$ cat config.mk
export PLATFORM = sky130hd
export DESIGN_NAME = nand_host_ctrl
export DESIGN_NICKNAME = d
export VERILOG_FILES = /design/src/rtl/nfc_pkg.sv /design/src/rtl/nfc_cycle_gen.sv /design/src/rtl/nfc_busy_wait.sv /design/src/rtl/nand_host_ctrl.sv
export SDC_FILE = /design/constraint.sdc
export NUM_CORES = 1
export LEC_CHECK = 0
export BUFFER_PORTS_ARGS = -buffer_cell sky130_fd_sc_hd__buf_2
export CELL_PAD_IN_SITES_DETAIL_PLACEMENT = 0
export CELL_PAD_IN_SITES_GLOBAL_PLACEMENT = 1
export CORE_MARGIN = 2
export CORE_UTILIZATION = 44
export DETAILED_ROUTE_END_ITERATION = 16
export PLACE_DENSITY = 0.82
export SETUP_SLACK_MARGIN = 0.02
export SYNTH_ARGS = -nofsm -noshare
export SYNTH_HDL_FRONTEND = slang
export SYNTH_HIERARCHICAL = 1
export SYNTH_SLANG_ARGS = --single-unit
$ cat constraint.sdc
create_clock -name clk -period 3.8 [get_ports clk]
set_input_delay 0 -clock clk [delete_from_list [all_inputs] [get_ports clk]]
set_output_delay 0 -clock clk [all_outputs]
set_load 0.01 [all_outputs]
$ cat src/rtl/nfc_pkg.sv
`timescale 1ns/1ps
package nfc_pkg;

  localparam logic [2:0] OP_RESET  = 3'd0;
  localparam logic [2:0] OP_STATUS = 3'd1;
  localparam logic [2:0] OP_READ   = 3'd2;
  localparam logic [2:0] OP_PROG   = 3'd3;
  localparam logic [2:0] OP_ERASE  = 3'd4;

  localparam logic [7:0] OPC_RESET  = 8'hFF;
  localparam logic [7:0] OPC_STATUS = 8'h70;

  typedef enum logic [3:0] {
    S_IDLE, S_CMD1, S_ADDR, S_WDATA, S_CMD2,
    S_WAIT, S_RDATA, S_STCMD, S_STRD, S_FIN
  } nfc_state_e;

  function automatic logic [7:0] lead_opcode(input logic [2:0] op);
    case (op)
      OP_READ:  lead_opcode = 8'h00;
      OP_PROG:  lead_opcode = 8'h80;
      OP_ERASE: lead_opcode = 8'h60;
      default:  lead_opcode = OPC_RESET;
    endcase
  endfunction

  function automatic logic [7:0] tail_opcode(input logic [2:0] op);
    case (op)
      OP_READ:  tail_opcode = 8'h30;
      OP_PROG:  tail_opcode = 8'h10;
      default:  tail_opcode = 8'hD0;
    endcase
  endfunction

endpackage

$ cat src/rtl/nfc_cycle_gen.sv
`timescale 1ns/1ps
module nfc_cycle_gen #(
  parameter int unsigned LO = 2,
  parameter int unsigned HI = 2
) (
  input  logic clk,
  input  logic rst_n,
  input  logic start,
  input  logic is_rd,
  output logic we_n,
  output logic re_n,
  output logic sample,
  output logic last
);
  localparam int unsigned CYC = LO + HI;
  localparam int unsigned CW  = $clog2(CYC + 1);

  logic          act_q, act_d;
  logic          rd_q, rd_d;
  logic [CW-1:0] cnt_q, cnt_d;
  logic          low;

  assign last   = act_q && (cnt_q == CW'(CYC - 1));
  assign low    = act_q && (cnt_q < CW'(LO));
  assign we_n   = !(low && !rd_q);
  assign re_n   = !(low && rd_q);
  assign sample = act_q && rd_q && (cnt_q == CW'(LO - 1));

  always_comb begin
    act_d = act_q;
    rd_d  = rd_q;
    cnt_d = cnt_q;
    if (!act_q) begin
      if (start) begin
        act_d = 1'b1;
        rd_d  = is_rd;
        cnt_d = '0;
      end
    end else if (last) begin
      act_d = 1'b0;
    end else begin
      cnt_d = cnt_q + 1'b1;
    end
  end

  always_ff @(posedge clk or negedge rst_n) begin
    if (!rst_n) begin
      act_q <= 1'b0;
      rd_q  <= 1'b0;
      cnt_q <= '0;
    end else begin
      act_q <= act_d;
      rd_q  <= rd_d;
      cnt_q <= cnt_d;
    end
  end
endmodule

$ cat src/rtl/nfc_busy_wait.sv
`timescale 1ns/1ps
module nfc_busy_wait #(
  parameter int unsigned TWB   = 6,
  parameter int unsigned TMO_W = 20
) (
  input  logic             clk,
  input  logic             rst_n,
  input  logic             start,
  input  logic             rb_n,
  input  logic [TMO_W-1:0] limit,
  output logic             ready,
  output logic             tmo
);
  typedef enum logic [1:0] {W_IDLE, W_HOLD, W_POLL} wphase_e;

  wphase_e          ph_q, ph_d;
  logic [TMO_W-1:0] cnt_q, cnt_d;

  always_comb begin
    ph_d  = ph_q;
    cnt_d = cnt_q;
    ready = 1'b0;
    tmo   = 1'b0;
    case (ph_q)
      W_IDLE: if (start) begin
        ph_d  = W_HOLD;
        cnt_d = '0;
      end
      W_HOLD: if (cnt_q == TMO_W'(TWB - 1)) begin
        ph_d  = W_POLL;
        cnt_d = '0;
      end else begin
        cnt_d = cnt_q + 1'b1;
      end
      W_POLL: if (rb_n) begin
        ready = 1'b1;
        ph_d  = W_IDLE;
      end else if (cnt_q >= limit) begin
        tmo   = 1'b1;
        ph_d  = W_IDLE;
      end else begin
        cnt_d = cnt_q + 1'b1;
      end
      default: ph_d = W_IDLE;
    endcase
  end

  always_ff @(posedge clk or negedge rst_n) begin
    if (!rst_n) begin
      ph_q  <= W_IDLE;
      cnt_q <= '0;
    end else begin
      ph_q  <= ph_d;
      cnt_q <= cnt_d;
    end
  end
endmodule

$ cat src/rtl/nand_host_ctrl.sv
`timescale 1ns/1ps
module nand_host_ctrl
  import nfc_pkg::*;
#(
  parameter int unsigned STROBE_LO       = 2,
  parameter int unsigned STROBE_HI       = 2,
  parameter int unsigned TWB_CLKS        = 6,
  parameter int unsigned TMO_W           = 20,
  parameter int unsigned PAGE_BYTES      = 4352,
  parameter int unsigned PAGES_PER_BLOCK = 64,
  localparam int unsigned LEN_W          = $clog2(PAGE_BYTES + 1)
) (
  input  logic             clk,
  input  logic             rst_n,
  input  logic             req_valid,
  input  logic [2:0]       req_op,
  input  logic [23:0]      req_row,
  input  logic [15:0]      req_col,
  input  logic [LEN_W-1:0] req_len,
  output logic             req_ready,
  input  logic [TMO_W-1:0] tmo_limit,
  input  logic             wp_req,
  output logic             done,
  output logic             err,
  output logic [7:0]       status,
  input  logic             wr_valid,
  input  logic [7:0]       wr_data,
  output logic             wr_ready,
  output logic             rd_valid,
  output logic [7:0]       rd_data,
  output logic             nand_ce_n,
  output logic             nand_cle,
  output logic             nand_ale,
  output logic             nand_we_n,
  output logic             nand_re_n,
  output logic             nand_wp_n,
  output logic [7:0]       nand_dq_o,
  output logic             nand_dq_oe,
  input  logic [7:0]       nand_dq_i,
  input  logic             nand_rb_n
);
  localparam int unsigned PG_BITS  = $clog2(PAGES_PER_BLOCK);
  localparam logic [23:0] ROW_MASK = ~24'(PAGES_PER_BLOCK - 1);
  localparam int unsigned END_W    = (LEN_W > 16 ? LEN_W : 16) + 1;

  nfc_state_e       state_q, state_d;
  logic [2:0]       op_q, op_d;
  logic [23:0]      row_q, row_d;
  logic [15:0]      col_q, col_d;
  logic [LEN_W-1:0] len_q, len_d;
  logic [LEN_W-1:0] cnt_q, cnt_d;
  logic             infl_q, infl_d;
  logic [7:0]       dq_q, dq_d;
  logic             err_q, err_d;
  logic [7:0]       stat_q, stat_d;
  logic             init_q, init_d;
  logic             rdv_q, rdv_d;
  logic [7:0]       rdd_q, rdd_d;
  logic [1:0]       rb_sync_q;

  logic cg_start, cg_rd, cg_sample, cg_last;
  logic bw_start, bw_ready, bw_tmo;
  logic reject, is_wr_state;
  logic [7:0] addr_byte;

  nfc_cycle_gen #(.LO(STROBE_LO), .HI(STROBE_HI)) u_cyc (
    .clk(clk), .rst_n(rst_n), .start(cg_start), .is_rd(cg_rd),
    .we_n(nand_we_n), .re_n(nand_re_n), .sample(cg_sample), .last(cg_last)
  );

  nfc_busy_wait #(.TWB(TWB_CLKS), .TMO_W(TMO_W)) u_bw (
    .clk(clk), .rst_n(rst_n), .start(bw_start), .rb_n(rb_sync_q[1]),
    .limit(tmo_limit), .ready(bw_ready), .tmo(bw_tmo)
  );

  always_comb begin
    case (cnt_q[2:0])
      3'd0:    addr_byte = col_q[7:0];
      3'd1:    addr_byte = col_q[15:8];
      3'd2:    addr_byte = row_q[7:0];
      3'd3:    addr_byte = row_q[15:8];
      default: addr_byte = row_q[23:16];
    endcase
  end

  always_comb begin
    reject = 1'b0;
    if (req_op > OP_ERASE) reject = 1'b1;
    if (req_op != OP_RESET && !init_q) reject = 1'b1;
    if (wp_req && (req_op == OP_PROG || req_op == OP_ERASE)) reject = 1'b1;
    if ((req_op == OP_READ || req_op == OP_PROG) &&
        (END_W'(req_col) + END_W'(req_len) > END_W'(PAGE_BYTES))) reject = 1'b1;
  end

  always_comb begin
    state_d  = state_q;
    op_d     = op_q;
    row_d    = row_q;
    col_d    = col_q;
    len_d    = len_q;
    cnt_d    = cnt_q;
    infl_d   = infl_q;
    dq_d     = dq_q;
    err_d    = err_q;
    stat_d   = stat_q;
    init_d   = init_q;
    rdv_d    = 1'b0;
    rdd_d    = rdd_q;
    cg_start = 1'b0;
    cg_rd    = 1'b0;
    bw_start = 1'b0;
    wr_ready = 1'b0;
    case (state_q)
      S_IDLE: if (req_valid) begin
        op_d    = req_op;
        row_d   = (req_op == OP_ERASE) ? (req_row & ROW_MASK) : req_row;
        col_d   = req_col;
        len_d   = req_len;
        cnt_d   = '0;
        err_d   = reject;
        if (reject)                 state_d = S_FIN;
        else if (req_op == OP_STATUS) state_d = S_STCMD;
        else                        state_d = S_CMD1;
      end
      S_CMD1: begin
        if (!infl_q) begin
          cg_start = 1'b1; infl_d = 1'b1; dq_d = lead_opcode(op_q);
        end
        if (cg_last) begin
          infl_d = 1'b0;
          if (op_q == OP_RESET) state_d = S_WAIT;
          else begin
            state_d = S_ADDR;
            cnt_d   = (op_q == OP_ERASE) ? LEN_W'(2) : '0;
          end
        end
      end
      S_ADDR: begin
        if (!infl_q) begin
          cg_start = 1'b1; infl_d = 1'b1; dq_d = addr_byte;
        end
        if (cg_last) begin
          infl_d = 1'b0;
          if (cnt_q == LEN_W'(4)) begin
            cnt_d   = '0;
            state_d = (op_q == OP_PROG) ? S_WDATA : S_CMD2;
          end else begin
            cnt_d = cnt_q + 1'b1;
          end
        end
      end
      S_WDATA: begin
        if (!infl_q) begin
          if (cnt_q == len_q) begin
            cnt_d = '0; state_d = S_CMD2;
          end else if (wr_valid) begin
            wr_ready = 1'b1; cg_start = 1'b1; infl_d = 1'b1; dq_d = wr_data;
          end
        end
        if (cg_last) begin
          infl_d = 1'b0; cnt_d = cnt_q + 1'b1;
        end
      end
      S_CMD2: begin
        if (!infl_q) begin
          cg_start = 1'b1; infl_d = 1'b1; dq_d = tail_opcode(op_q);
        end
        if (cg_last) begin
          infl_d = 1'b0; state_d = S_WAIT;
        end
      end
      S_WAIT: begin
        if (!infl_q) begin
          bw_start = 1'b1; infl_d = 1'b1;
        end
        if (bw_ready) begin
          infl_d  = 1'b0;
          cnt_d   = '0;
          state_d = (op_q == OP_READ) ? S_RDATA : S_STCMD;
        end else if (bw_tmo) begin
          infl_d  = 1'b0;
          err_d   = 1'b1;
          state_d = S_FIN;
        end
      end
      S_RDATA: begin
        if (!infl_q) begin
          if (cnt_q == len_q) state_d = S_FIN;
          else begin
            cg_start = 1'b1; cg_rd = 1'b1; infl_d = 1'b1;
          end
        end
        if (cg_sample) begin
          rdv_d = 1'b1; rdd_d = nand_dq_i;
        end
        if (cg_last) begin
          infl_d = 1'b0; cnt_d = cnt_q + 1'b1;
        end
      end
      S_STCMD: begin
        if (!infl_q) begin
          cg_start = 1'b1; infl_d = 1'b1; dq_d = OPC_STATUS;
        end
        if (cg_last) begin
          infl_d = 1'b0; state_d = S_STRD;
        end
      end
      S_STRD: begin
        if (!infl_q) begin
          cg_start = 1'b1; cg_rd = 1'b1; infl_d = 1'b1;
        end
        if (cg_sample) begin
          stat_d = nand_dq_i;
          err_d  = (op_q == OP_PROG || op_q == OP_ERASE) && nand_dq_i[0];
        end
        if (cg_last) begin
          infl_d = 1'b0; state_d = S_FIN;
        end
      end
      S_FIN: begin
        state_d = S_IDLE;
        if (op_q == OP_RESET && !err_q) init_d = 1'b1;
      end
      default: state_d = S_IDLE;
    endcase
  end

  always_ff @(posedge clk or negedge rst_n) begin
    if (!rst_n) begin
      state_q   <= S_IDLE;
      op_q      <= OP_RESET;
      row_q     <= '0;
      col_q     <= '0;
      len_q     <= '0;
      cnt_q     <= '0;
      infl_q    <= 1'b0;
      dq_q      <= '0;
      err_q     <= 1'b0;
      stat_q    <= '0;
      init_q    <= 1'b0;
      rdv_q     <= 1'b0;
      rdd_q     <= '0;
      rb_sync_q <= 2'b00;
    end else begin
      state_q   <= state_d;
      op_q      <= op_d;
      row_q     <= row_d;
      col_q     <= col_d;
      len_q     <= len_d;
      cnt_q     <= cnt_d;
      infl_q    <= infl_d;
      dq_q      <= dq_d;
      err_q     <= err_d;
      stat_q    <= stat_d;
      init_q    <= init_d;
      rdv_q     <= rdv_d;
      rdd_q     <= rdd_d;
      rb_sync_q <= {rb_sync_q[0], nand_rb_n};
    end
  end

  assign is_wr_state = (state_q == S_CMD1) || (state_q == S_ADDR) ||
                       (state_q == S_WDATA) || (state_q == S_CMD2) ||
                       (state_q == S_STCMD);
  assign req_ready  = (state_q == S_IDLE);
  assign done       = (state_q == S_FIN);
  assign err        = err_q;
  assign status     = stat_q;
  assign rd_valid   = rdv_q;
  assign rd_data    = rdd_q;
  assign nand_ce_n  = (state_q == S_IDLE) || (state_q == S_FIN);
  assign nand_cle   = infl_q && ((state_q == S_CMD1) || (state_q == S_CMD2) ||
                                 (state_q == S_STCMD));
  assign nand_ale   = infl_q && (state_q == S_ADDR);
  assign nand_dq_oe = infl_q && is_wr_state;
  assign nand_dq_o  = dq_q;
  assign nand_wp_n  = !wp_req;
endmodule

=== Word level (Yosys, flattened, before mapping) ===
Index checks and enable logic that the tools add are counted.

* Flip-flop bits (word level): 130
* Bits of input ports: 98
* Logic and storage cells: 232

* Add/subtract/negate cells: 4
* Order comparisons: 4
* Eq/ne operators: 58
* Muxes and demuxes: 92
* Bitwise logic cells: 1
* Reductions and logical operators: 54

{| class="wikitable"
|+ Operators with widths
! operator !! number
|-
| $mux W13 || 10
|-
| $mux W20 || 4
|-
| $pmux W13 S6 || 1
|-
| $pmux W20 S3 || 1
|-
| $mux W4 || 14
|-
| $mux W8 || 7
|-
| $ne A2 B2 Y1 const B || 27
|-
| $pmux W8 S5 || 1
|-
| $pmux W4 S9 || 1
|-
| $mux W1 || 33
|-
| $pmux W8 S4 || 1
|-
| $pmux W8 S3 || 1
|-
| $eq A3 B2 Y1 const B || 7
|-
| $add A20 B1 Y20 const B || 1
|-
| $eq A20 B3 Y1 const B || 1
|-
| $ge A20 B20 Y1 || 1
|-
| $mux W3 || 6
|-
| $add A16 B13 Y17 || 1
|-
| $gt A17 B13 Y1 const B || 1
|-
| $eq A4 B3 Y1 const B || 4
|-
| $pmux W8 S2 || 1
|-
| $logic_and A1 B1 Y1 || 14
|-
| $add A13 B1 Y13 const B || 1
|-
| $eq A13 B13 Y1 || 1
|-
| 39 further kinds || 73
|}

=== Depth between registers and ports, before layout ===
Gate-level depths: netlist of run 1.

* Depth in word-level cells: 8
* Mapped depth: 15
* Gate-level depth less buffers: 13

=== Cells and area by module ===
Netlist of run 1, hierarchy kept.

{| class="wikitable"
|+ Modules (own cells, without submodules)
! module !! instances !! cells an instance !! area an instance (µm²)
|-
| nand_host_ctrl || 1 || 621 || 6047.0
|-
| nfc_busy_wait || 1 || 257 || 2130.8
|-
| nfc_cycle_gen || 1 || 29 || 304.0
|}

=== Least setup slack after synthesis of run 1 ===
OpenSTA, ideal clock, no wires.

* Path kind: register -> register
* Start: register u_bw.cnt_q[14]
* End: register err_q, in the netlist err
* Arrival: 3001 ps
* Data required time: 3677 ps
* Path slack: 676 ps
* Stages on the path, launching flop included: 14
* Path buffers: 2
* Path through: dfrtp_1 ha_1 and4_1 or4b_1 o221ai_2 buf_6 buf_12 nor3b_2 a21oi_1 a311oi_1 o211a_1 and3_1 a21oi_1 o221a_2

* Cells in the longest elaborated chain, start to end: 6

{| class="wikitable"
|+ Ends and longest elaborated chain
! what !! line !! RTL
|-
| start: declaration || nfc_busy_wait.sv:17 || <nowiki>logic [TMO_W-1:0] cnt_q, cnt_d;</nowiki>
|-
| start signal: assignment || nfc_busy_wait.sv:54 || <nowiki>cnt_q <= cnt_d;</nowiki>
|-
| $ge A20 B20 Y1 || nfc_busy_wait.sv:38 || <nowiki>end else if (cnt_q >= limit) begin</nowiki>
|-
| $mux W1 || nfc_busy_wait.sv:38 ||
|-
| $mux W1 || nfc_busy_wait.sv:35 || <nowiki>W_POLL: if (rb_n) begin</nowiki>
|-
| $mux W1 || nfc_busy_wait.sv:24 || <nowiki>case (ph_q)</nowiki>
|-
| net bw_tmo || nand_host_ctrl.sv:62 || <nowiki>logic bw_start, bw_ready, bw_tmo;</nowiki>
|-
| $ne A2 B2 Y1 (no line) || n/a ||
|-
| $reduce_and A5 Y1 (no line) || n/a ||
|-
| end signal: assignment || nand_host_ctrl.sv:253 || <nowiki>err_q <= err_d;</nowiki>
|-
| end: declaration || nand_host_ctrl.sv:54 || <nowiki>logic err_q, err_d;</nowiki>
|}

The timed path passes the listed nets, and every way through them passes these cells.
A chain may end at the register's enable or synchronous reset.

=== Worst setup path in the final report of run 1 ===
* Start: input req_col[0]
* End: register err_q, in the netlist err

* Cells in the longest elaborated chain, start to end: 6

{| class="wikitable"
|+ Ends and longest elaborated chain
! what !! line !! RTL
|-
| start: declaration || nand_host_ctrl.sv:18 || <nowiki>input logic [15:0] req_col,</nowiki>
|-
| $add A16 B13 Y17 || nand_host_ctrl.sv:92 || <nowiki>(END_W'(req_col) + END_W'(req_len) > END_W'(PAGE_BYTES))) reject = 1'b1;</nowiki>
|-
| $gt A17 B13 Y1 || nand_host_ctrl.sv:92 ||
|-
| $logic_and A1 B1 Y1 || nand_host_ctrl.sv:91 || <nowiki>if ((req_op == OP_READ || req_op == OP_PROG) &&</nowiki>
|-
| $mux W1 || nand_host_ctrl.sv:91 ||
|-
| $mux W1 || nand_host_ctrl.sv:114 || <nowiki>S_IDLE: if (req_valid) begin</nowiki>
|-
| $pmux W1 S3 || nand_host_ctrl.sv:113 || <nowiki>case (state_q)</nowiki>
|}

No other way between the ends. The select of a mux whose other input is x is not followed.

==> results.toml, run 1 <==
[timing]
finalMaxSlewViolations = 0
finalSetupViolations = 0
setup_tns_ns = 0
final_hold_viol_count = 0
rsz0062_at_grt = "false"
finalWorstPathRequiredPeriod_ns = 3.13
period_share_pct = 82.4
skew_ns = 0.0114
max-slew-margin-rel_pct = 42.2
worst_slew_pin_slew_ns = 0.845
fmax_mhz = 319
timing.hold.ws_ns = 0.0747

[logic_synthesis]
synth_area_leaders = "dfrtp_1, mux2_2, ha_1"
synth-edff-count = 0
yosysTopAreaCellShare_pct = 38.4
ys.flop_type = "dfrtp_1"
synth_fp_nets = 1054
synth_cells = 907
synth_top_cell_by_area = "dfrtp_1"
async_flop_share_pct = 100
syn_area_um2 = 8480
avgSynthCellArea_um2 = 9.35
ys_ff_latch = 130
ys_warn_count = 6
synth_cell_types = 86
ys_seq_area_share_pct = 38.4
yosysMostFrequentCell = "dfrtp_1"
synth_commonest_cells = "dfrtp_1, mux2_2, o21ai_0"

[global_route]
grt_pass1_wl_um = 38100
grt_usage_pct = 23.7
grt_max_degree = 68
antenna_found_initial = 0
grt_pass1_vias = 7314
grt-ovfl-total = 0

[status]
outcome = "completed"

[setup_path]
worst_path_max_delay_cell = "o311ai_0"
cp-startpoint = "req_col[0]"
reg2reg_from = "u_bw/cnt_q[14]"
r2r_setup_slack_ns = 0.67
cp_data_required_time_ns = 4.12
path_max_fanout = 3
worst-path-stages = 12
critPathBufInv = 2
startpoint_type = "input pin"
arrival_ns = 3.45
r2r_end = "err"
max_stage_delay_ns = 0.69
path_class = "input pin to flop"
end_kind = "flop"
critical_path.top_delay_family = "compound AO/OA/AOI/OAI gates"
r2r_cells = 10
crit_end = "err"
crit_chain = "dlygate4sd3_1 > buf_2 > ha_1 > fa_1 > a211oi_1 > o21ai_0 > a31oi_1 > and3_1 > nor3_1 > o311ai_0 > nand3_1 > o221a_2"

[clock_tree]
cts_tree = "built"
tritoncts_num_sinks = 130
cts_root_buf = "clkbuf_16"
cts.clk_slew.worst_paths_ns = 0.07
htreeDepth = 4
clkLatencyLatePin_ns = 0.43
postCtsResizedCells = 0
cts_buffers = 17
cts_buffer_depth = 2

[layout]
stdcell_count = 1372
drive_above_1_share_pct = 25.4
area_delta_synth_final_pct = 26.2
fillers = 1637
fin_nets = 1246
diodes = 0

[die]
io_pins = 134
dieArea_um2 = 20400
die_h_um = 143
num_rows = 50
die_w_um = 143
coreArea_um2 = 18800
start_util_pct = 45.0

[detailed_routing]
wl_um = 23200
vias_per_cell = 5.56
drt_iter0_markers = 513
drc = 0
route.vias.total = 7622
ant_nets = 0
drtPass1Iterations = 8
wl_per_cell_um = 16.9

[hold_path]
hold_path.class = "input pin to flop"

[job]
maxCapViolCount = 0

[place]
io_buffers = 133
dp_hpwl_um = 16400
placedCellCount = 1270
gp_congestion = 0.870

[pwr]
p_clk_share_pct = 23.5
combinationalPowerShare_pct = 45.0
power.leakage_uw = 0.00483
peakVddDrop_v = 0.000414
power.total_uw = 7090
powerDensity_nw_per_um2 = 662
netSwitchingFraction_pct = 41.3
p_int_uw = 4160
p_sw_uw = 2930
seqPwrFrac_pct = 31.6
-- worst register-to-register path, cell delays in order, from the launching register on --
cell and delay, ns:
dfrtp_1 0.46, ha_1 0.36, and4_1 0.20, or4b_1 0.46, o221ai_2 0.22, nor3b_2 0.34
a21oi_1 0.11, a311oi_1 0.30, o211a_1 0.24, nand2_1 0.06, o221a_2 0.26
-- repair_timing --
| action | 4_1_cts | 5_1_grt |
|---|---|---|
| setup endpoints to repair | 0 | 0 |
| hold buffers | 70 | 0 |
| hold endpoints to repair | 142 | 0 |
| setup buffers | 0 | 0 |
-- worst min path at each step --
stage / start / endpoint / slack, ns / cells past startpoint
global route: wr_data[6] / nand_dq_o[6] / 0.13 / 6
global placement: rst_n / len_q[0] / 0.07 / 1
detailed placement: rst_n / col_q[0] / 0.07 / 1
finish: wr_valid / infl_q / 0.07 / 5
CTS: wr_valid / infl_q / 0.07 / 5
floorplan: rst_n / cnt_q[0] / -0.30 / 0
-- per-layer routing --
| metal | wire length (um) | track usage, % | vias to the layer above |
|---|---|---|---|
| li1 | - | - | 3699 |
| met1 | 10600 | 33.0 | 3646 |
| met2 | 11000 | 38.2 | 243 |
| met3 | 1160 | 4.12 | 34 |
| met4 | 405 | 6.62 | 0 |
| met5 | 0 | 0 | - |
-- flip-flops by register name (all words and copies together), names as in the netlist, 2 cells and up --
name         flops
cnt_q           13
col_q           16
len_q           13
nand_dq_o        8
op_q             3
rb_sync_q        2
rd_data          8
row_q           24
state_q          4
status           8
u_bw/cnt_q      20
u_bw/ph_q        2
u_cyc/cnt_q      3
-- power by group through the flow --
| stage | sequential [uW] | combinational [uW] | clock, uW |
|---|---|---|---|
| floorplan | 2080 | 2390 | 0 |
| global placement | 2240 | 3070 | 0 |
| detailed placement | 2260 | 3100 | 0 |
| CTS | 2230 | 3170 | 1700 |
| global route | 2300 | 3570 | 1760 |
| finish | 2240 | 3190 | 1660 |
-- layout make-up --
class                      count  area [um^2]  share of cell area, %
inverter                      57          214                   2.00
sequential                   130         3250                   30.4
clock buffer                  17          425                   3.98
tap                          260          325                   3.04
timing repair buffer         219         1510                   14.1
multi-input combinational    674         4790                   44.7
clock inverter                15          190                   1.78
-- cells in the final DEF, fill, tap and decap left out, types with 4 or more instances in the layout --
cell type,n
a211oi_1,16
a21o_1,7
a21oi_1,62
a22oi_1,17
a31oi_1,6
and2_1,5
and3_1,14
and4_1,4
buf_2,132
buf_4,15
clkbuf_16,17
clkinv_8,6
dfrtp_1,130
dlygate4sd3_1,70
ha_1,48
inv_1,55
inv_8,6
mux2_2,77
nand2_1,53
nand2b_1,18
nand3_1,26
nand4_1,9
nor2_1,68
nor2b_1,14
nor3_1,20
nor4_1,11
o21a_1,4
o21ai_0,76
o2bb2ai_1,14
o31ai_1,6
or3_1,7
xnor2_1,9
xor2_1,10
-- metrics by stage --
step	cell area, um^2	util (%)	setup WS, ns
2_1_floorplan	8480	-	0.676
3_3_place_gp	9390	49.8	0.786
3_5_place_dp	9390	49.8	0.708
4_1_cts	10700	56.8	0.682
5_1_grt	10700	56.8	0.434
6_report	10700	56.8	0.669
-- logic make-up (layout without fill, tap and decap cells) --
| family | count (synthesis) | count (layout) | synth area share (%) |
|---|---|---|---|
| multiplexers | 79 | 79 | 10.5 |
| AND/OR/NAND/NOR | 270 | 270 | 16.3 |
| AO/OA/AOI/OAI | 257 | 257 | 20.3 |
| buffers and inverters | 103 | 308 | 5.22 |
| XOR/XNOR | 19 | 19 | 1.96 |
| flip-flops | 130 | 130 | 38.4 |
| adder cells (fa/ha/maj) | 49 | 49 | 7.32 |
No activity file was read; power rests on OpenSTA's default activity.
==> inputs of run 2 (changes only) <==
--- a/config.mk
+++ b/config.mk
@@ -5,13 +5,14 @@
 export SDC_FILE = /design/constraint.sdc
 export NUM_CORES = 1
 export LEC_CHECK = 0
+export ABC_AREA = 1
 export BUFFER_PORTS_ARGS = -buffer_cell sky130_fd_sc_hd__buf_2
 export CELL_PAD_IN_SITES_DETAIL_PLACEMENT = 0
 export CELL_PAD_IN_SITES_GLOBAL_PLACEMENT = 1
 export CORE_MARGIN = 2
-export CORE_UTILIZATION = 44
+export CORE_UTILIZATION = 38
 export DETAILED_ROUTE_END_ITERATION = 16
-export PLACE_DENSITY = 0.82
+export PLACE_DENSITY = 0.79
 export SETUP_SLACK_MARGIN = 0.02
 export SYNTH_ARGS = -nofsm -noshare
 export SYNTH_HDL_FRONTEND = slang
==> constraint.sdc (replaced) <==
create_clock -name clk -period 2.76 [get_ports clk]
set_input_delay 0 -clock clk [delete_from_list [all_inputs] [get_ports clk]]
set_output_delay 0 -clock clk [all_outputs]
set_load 0.01 [all_outputs]
==> results.toml, run 2 <==
[status]
outcome = "completed"

[timing]
period_share_pct = 92.0
finalSetupViolations = 0
final_hold_viol_count = 0
rsz0062_at_grt = "false"
timing.hold.ws_ns = 0.0230
max-slew-margin-rel_pct = 57.3
setup_tns_ns = 0
finalMaxSlewViolations = 0
worst_slew_pin_slew_ns = 0.640
skew_ns = 0.0102
fmax_mhz = 394
finalWorstPathRequiredPeriod_ns = 2.54

[logic_synthesis]
synth_top_family_by_area = "simple AND/OR/NAND/NOR gates"
synthMuxAreaShare_pct = 0
synthAdderAreaFrac_pct = 6.75
synthSimpleGateAreaFrac_pct = 33.6
synth_commonest_cells = "nand2_1, inv_1, dfrtp_1"
yosysTopAreaCellShare_pct = 35.4
synthXorXnorAreaFrac_pct = 2.48
ys_warn_count = 6
synth_compound_area_share_pct = 11.9
synth-edff-count = 0
synth_top_cell_by_area = "dfrtp_1"
avgSynthCellArea_um2 = 6.93
async_flop_share_pct = 100
synth_cell_types = 53
ys.flop_type = "dfrtp_1"
ys_ff_latch = 130
synth_area_leaders = "dfrtp_1, nand2_1, ha_1"
yosysMostFrequentCell = "nand2_1"
synth_cells = 1326
ys_seq_area_share_pct = 35.4
syn_area_um2 = 9190
synth_fp_nets = 1473

[clock_tree]
cts_buffer_depth = 2
cts_tree = "built"
htreeDepth = 4
cts_root_buf = "clkbuf_16"
clkLatencyLatePin_ns = 0.43
cts_buffers = 17
tritoncts_num_sinks = 130
cts.clk_slew.worst_paths_ns = 0.06

[pwr]
p_clk_share_pct = 26.3
netSwitchingFraction_pct = 42.2
p_sw_uw = 4000
seqPwrFrac_pct = 31.5
p_int_uw = 5470
power.leakage_uw = 0.00599
powerDensity_nw_per_um2 = 805
combinationalPowerShare_pct = 42.2
peakVddDrop_v = 0.000460

[place]
io_buffers = 133
gp_congestion = 0.893
dp_hpwl_um = 21900

[detailed_routing]
drc = 0
drt_iter0_markers = 604
ant_nets = 0
vias_per_cell = 4.93
wl_um = 28900
route.vias.total = 9267
wl_per_cell_um = 15.4
drtPass1Iterations = 5

[layout]
multi_input_area_um2 = 5090
layout_commonest_cell = "nand2_1"
fin_nets = 1695
fin_util_pct = 49.8
largest-register = "row_q"
top_regs = "row_q x24, u_bw/cnt_q x20, col_q x16"
area_delta_synth_final_pct = 28.0
largest_reg_flops = 24
layout_common_cells = "nand2_1, inv_1, buf_2"
fillers = 2452
diodes = 0
drive_above_1_share_pct = 18.0
regArea_um2 = 3260

[global_route]
grt_max_degree = 65
grt-ovfl-total = 0
grt_usage_pct = 22.7
antenna_found_initial = 0
grt_pass1_vias = 8791
grt_pass1_wl_um = 45900

[setup_path]
path_class = "flop to flop"
path_max_fanout = 5
startpoint_type = "flop"
arrival_ns = 2.90
end_kind = "flop"
cp_data_required_time_ns = 3.12

[die]
io_pins = 134
num_rows = 56
die_h_um = 160
coreArea_um2 = 23600
dieArea_um2 = 25500
start_util_pct = 38.9
die_w_um = 160

[hold_path]
hold_path.class = "input pin to flop"

[job]
maxCapViolCount = 0
-- run 2: changes by cell type after synthesis, sizes merged, moves of 16 or more --
cell	delta
a21oi	-25
nand2	+388
nand2b	-18
a22oi	-17
o2bb2ai	-16
nand3	+66
inv	+118
nor2	+67
mux2	-77
-- run 2: logic make-up (layout without fill, tap and decap cells) --
family          count (synthesis)  after routing
compound gates                176            176
xor+xnor                       26             26
fa+ha+maj                      49             49
buf+inv                       219            454
flops                         130            130
simple gates                  726            726
-- run 2: cell type report --
type	count	share of cell area (%)
clock buffer	19	3.77
clock inverter	13	1.68
inverter	179	5.74
multi-input combinational	977	43.3
sequential	130	27.7
tap	319	3.39
timing repair buffer	243	14.5
-- run 2: worst paths after layout --
kind	endpoint	cells after the start	start	slack, ns
min in group asynchronous	u_bw/cnt_q[13]	2	rst_n	0.14
max	state_q[1]	17	u_bw/cnt_q[17]	0.22
max reg2reg	state_q[1]	17	u_bw/cnt_q[17]	0.22
min reg2reg	rb_sync_q[1]	0	rb_sync_q[0]	0.35
min	nand_dq_o[5]	5	wr_data[5]	0.02
max in group asynchronous	row_q[22]	3	rst_n	1.89
-- run 2: what timing repair did --
| action | in CTS | in global routing |
|---|---|---|
| buffers inserted | 0 | 6 |
| endpoints found under the hold margin | 142 | 0 |
| hold buffers | 72 | 0 |
| setup endpoints to repair | 0 | 4 |
| resized for setup | 0 | 13 |
-- run 2: stage by stage --
step | cells | setup WS (ns) | total power, uW | instance area [um^2]
final | 1880 | 0.220 | 9470 | 11800
after global routing | 1880 | 0.0281 | 10200 | 11800
after CTS | 1874 | 0.109 | 9520 | 11700
after detailed placement | 1770 | 0.138 | 6900 | 10300
after global placement | 1770 | 0.211 | 6870 | 10300
after floorplan | 1326 | 0.423 | 5700 | 9190
-- run 2: layer usage --
metal | up-vias | global-route usage, % | wire length (um)
met5 | - | 0 | 0
met4 | 0 | 6.45 | 556
met3 | 45 | 2.84 | 1090
met2 | 248 | 38.0 | 13800
met1 | 4258 | 30.8 | 13500
li1 | 4716 | - | -
-- run 2: worst max-delay path, stage by stage (launching register included) --
cell and delay, ns:
dfrtp_2 0.44, ha_4 0.28, nand2_1 0.08, nor2_4 0.14
buf_4 0.13, nand2_1 0.05, nand2_1 0.06, a21oi_1 0.06
a21boi_2 0.12, buf_4 0.12, inv_1 0.05, nand3_2 0.09
o21ai_2 0.07, nor4_2 0.30, nand3_2 0.18, a21oi_4 0.17
nand2_1 0.08, nand2_1 0.05
-- run 2: power groups by stage --
stage | logic, uW | clock network [uW] | registers (uW)
global route | 4500 | 2620 | 3060
global placement | 3870 | 0 | 3000
CTS | 4000 | 2540 | 2980
floorplan | 2760 | 0 | 2940
detailed placement | 3890 | 0 | 3010
finish | 4000 | 2490 | 2980
==> inputs of run 3 (changes only) <==
--- a/config.mk
+++ b/config.mk
@@ -13,8 +13,6 @@
 export CORE_UTILIZATION = 38
 export DETAILED_ROUTE_END_ITERATION = 16
 export PLACE_DENSITY = 0.79
-export SETUP_SLACK_MARGIN = 0.02
 export SYNTH_ARGS = -nofsm -noshare
 export SYNTH_HDL_FRONTEND = slang
-export SYNTH_HIERARCHICAL = 1
 export SYNTH_SLANG_ARGS = --single-unit
==> results.toml, run 3 <==
[layout]
drive_above_1_share_pct = 15.8
largest_reg_flops = 24
area_delta_synth_final_pct = 28.5
multi_input_area_um2 = 4380
largest-register = "row_q"
layout_common_cells = "nand2_1, inv_1, buf_2"
fillers = 2164
diodes = 0
regArea_um2 = 3250
layout_commonest_cell = "nand2_1"
top_regs = "row_q x24, u_bw.cnt_q x20, col_q x16"
fin_util_pct = 49.6
fin_nets = 1509

[detailed_routing]
wl_um = 24800
ant_nets = 0
drtPass1Iterations = 7
drt_iter0_markers = 481
drc = 0
vias_per_cell = 4.98
route.vias.total = 8249
wl_per_cell_um = 15.0

[timing]
worst_slew_pin_slew_ns = 0.671
max-slew-margin-rel_pct = 55.3
timing.hold.ws_ns = 0.0219
finalMaxSlewViolations = 0
finalWorstPathRequiredPeriod_ns = 2.46
finalSetupViolations = 0
fmax_mhz = 407
rsz0062_at_grt = "false"
setup_tns_ns = 0
skew_ns = 0.00750
period_share_pct = 89.0
final_hold_viol_count = 0

[die]
coreArea_um2 = 21800
die_h_um = 153
start_util_pct = 38.6
dieArea_um2 = 23300
die_w_um = 153
num_rows = 54
io_pins = 134

[global_route]
grt-ovfl-total = 0
grt_pass1_wl_um = 39700
grt_usage_pct = 21.1
grt_pass1_vias = 7728
antenna_found_initial = 0
grt_max_degree = 69

[setup_path]
startpoint_type = "input pin"
path_max_fanout = 3
end_kind = "flop"
arrival_ns = 2.77
cp_data_required_time_ns = 3.07
path_class = "input pin to flop"

[hold_path]
hold_path.class = "input pin to flop"

[logic_synthesis]
synth_commonest_cells = "nand2_1, inv_1, dfrtp_1"
synth_fp_nets = 1290
ys_seq_area_share_pct = 38.7
ys.flop_type = "dfrtp_1"
yosysTopAreaCellShare_pct = 38.7
async_flop_share_pct = 100
ys_warn_count = 0
avgSynthCellArea_um2 = 7.34
syn_area_um2 = 8400
synth_cells = 1145
synth_top_cell_by_area = "dfrtp_1"
synth-edff-count = 0
synth_cell_types = 56
yosysMostFrequentCell = "nand2_1"
synth_area_leaders = "dfrtp_1, nand2_1, inv_1"
ys_ff_latch = 130

[place]
io_buffers = 133
gp_congestion = 0.913
dp_hpwl_um = 18900

[pwr]
combinationalPowerShare_pct = 41.2
seqPwrFrac_pct = 32.5
peakVddDrop_v = 0.000401
power.leakage_uw = 0.00540
p_sw_uw = 3630
powerDensity_nw_per_um2 = 832
netSwitchingFraction_pct = 40.4
p_clk_share_pct = 26.4
p_int_uw = 5360

[clock_tree]
cts_tree = "built"
post-cts-setup-buffers = 0
cts_buffers = 17
cts_root_buf = "clkbuf_16"
cts_buffer_depth = 2
htreeDepth = 4
cts.clk_slew.worst_paths_ns = 0.06
clkLatencyLatePin_ns = 0.42
tritoncts_num_sinks = 130

[status]
outcome = "completed"

[job]
maxCapViolCount = 0
==> run 3: through the flow <==
stage | instances | area, um^2 | worst slack [ns] | power, uW
detailed placement | 1551 | 9440 | 0.252 | 6530
CTS | 1657 | 10800 | 0.235 | 9000
floorplan | 1145 | 8400 | 0.690 | 5390
global placement | 1551 | 9440 | 0.376 | 6500
global route | 1657 | 10800 | 0.0435 | 9620
finish | 1657 | 10800 | 0.303 | 8980
==> run 3: layer usage <==
metal  track usage, %  wire length (um)  vias up  share of wire, %
li1                 -                 -     4207                 -
met1             29.9             12100     3775                49
met2             33.5             11200      237                45
met3             3.21              1160       30               4.7
met4             6.08               450        0               1.8
met5                0                 0        -                 0
==> run 3: cell type report <==
type,count,area share (%)
clock buffer,22,4.21
clock inverter,10,1.46
inverter,172,6.02
multi-input combinational,817,40.5
sequential,130,30.1
tap,280,3.25
timing repair buffer,226,14.4
==> run 3: path summary, 6_finish.rpt <==
check / start / endpoint / slack (ns) / cells past startpoint
setup / recovery: req_col[0] / state_q[3] / 0.30 / 20
hold / removal: req_valid / op_q[0] / 0.02 / 5
setup reg to reg: u_bw.cnt_q[0] / u_bw.cnt_q[16] / 0.32 / 11
hold reg to reg: rb_sync_q[0] / rb_sync_q[1] / 0.38 / 0
max in group asynchronous: rst_n / u_bw.cnt_q[2] / 1.80 / 3
min in group asynchronous: rst_n / status[3] / 0.16 / 2
==> run 3: logic make-up after synthesis <==
logic type	share of synthesized area, %
flip-flops	38.7
AND/OR/NAND/NOR	28.1
AO/OA/AOI/OAI	13.8
buffers and inverters	9.35
XOR/XNOR	2.92
adder cells (fa/ha/maj)	7.09
==> run 3: what timing repair did <==
action                     4_1_cts  5_1_grt
hold endpoints to repair       145        0
hold buffers                    74        0
setup endpoints to repair        0        7
gates resized for setup          0        1
==> run 3: critical path, stage by stage <==
cell and delay [ns]:
dlygate4sd3_1 0.53, buf_2 0.13, ha_1 0.23, fa_1 0.44, nand2_1 0.08, nand2_1 0.08, nand3_1 0.10, nand2_1 0.10
nand2_1 0.10, nand2_1 0.09, a21oi_1 0.14, nand3_1 0.08, nor2_1 0.11, nand2_1 0.13, nand2_1 0.13, nand2_1 0.08
nand2_1 0.06, nand2_1 0.04, nand2_1 0.07, nand2_1 0.04
==> run 3: power groups by stage <==
stage	Combinational [uW]	Sequential, uW	Clock, uW
after floorplan	2520	2870	0
after global placement	3570	2930	0
after detailed placement	3590	2940	0
after CTS	3680	2910	2410
after global routing	4140	2990	2480
final	3700	2920	2370
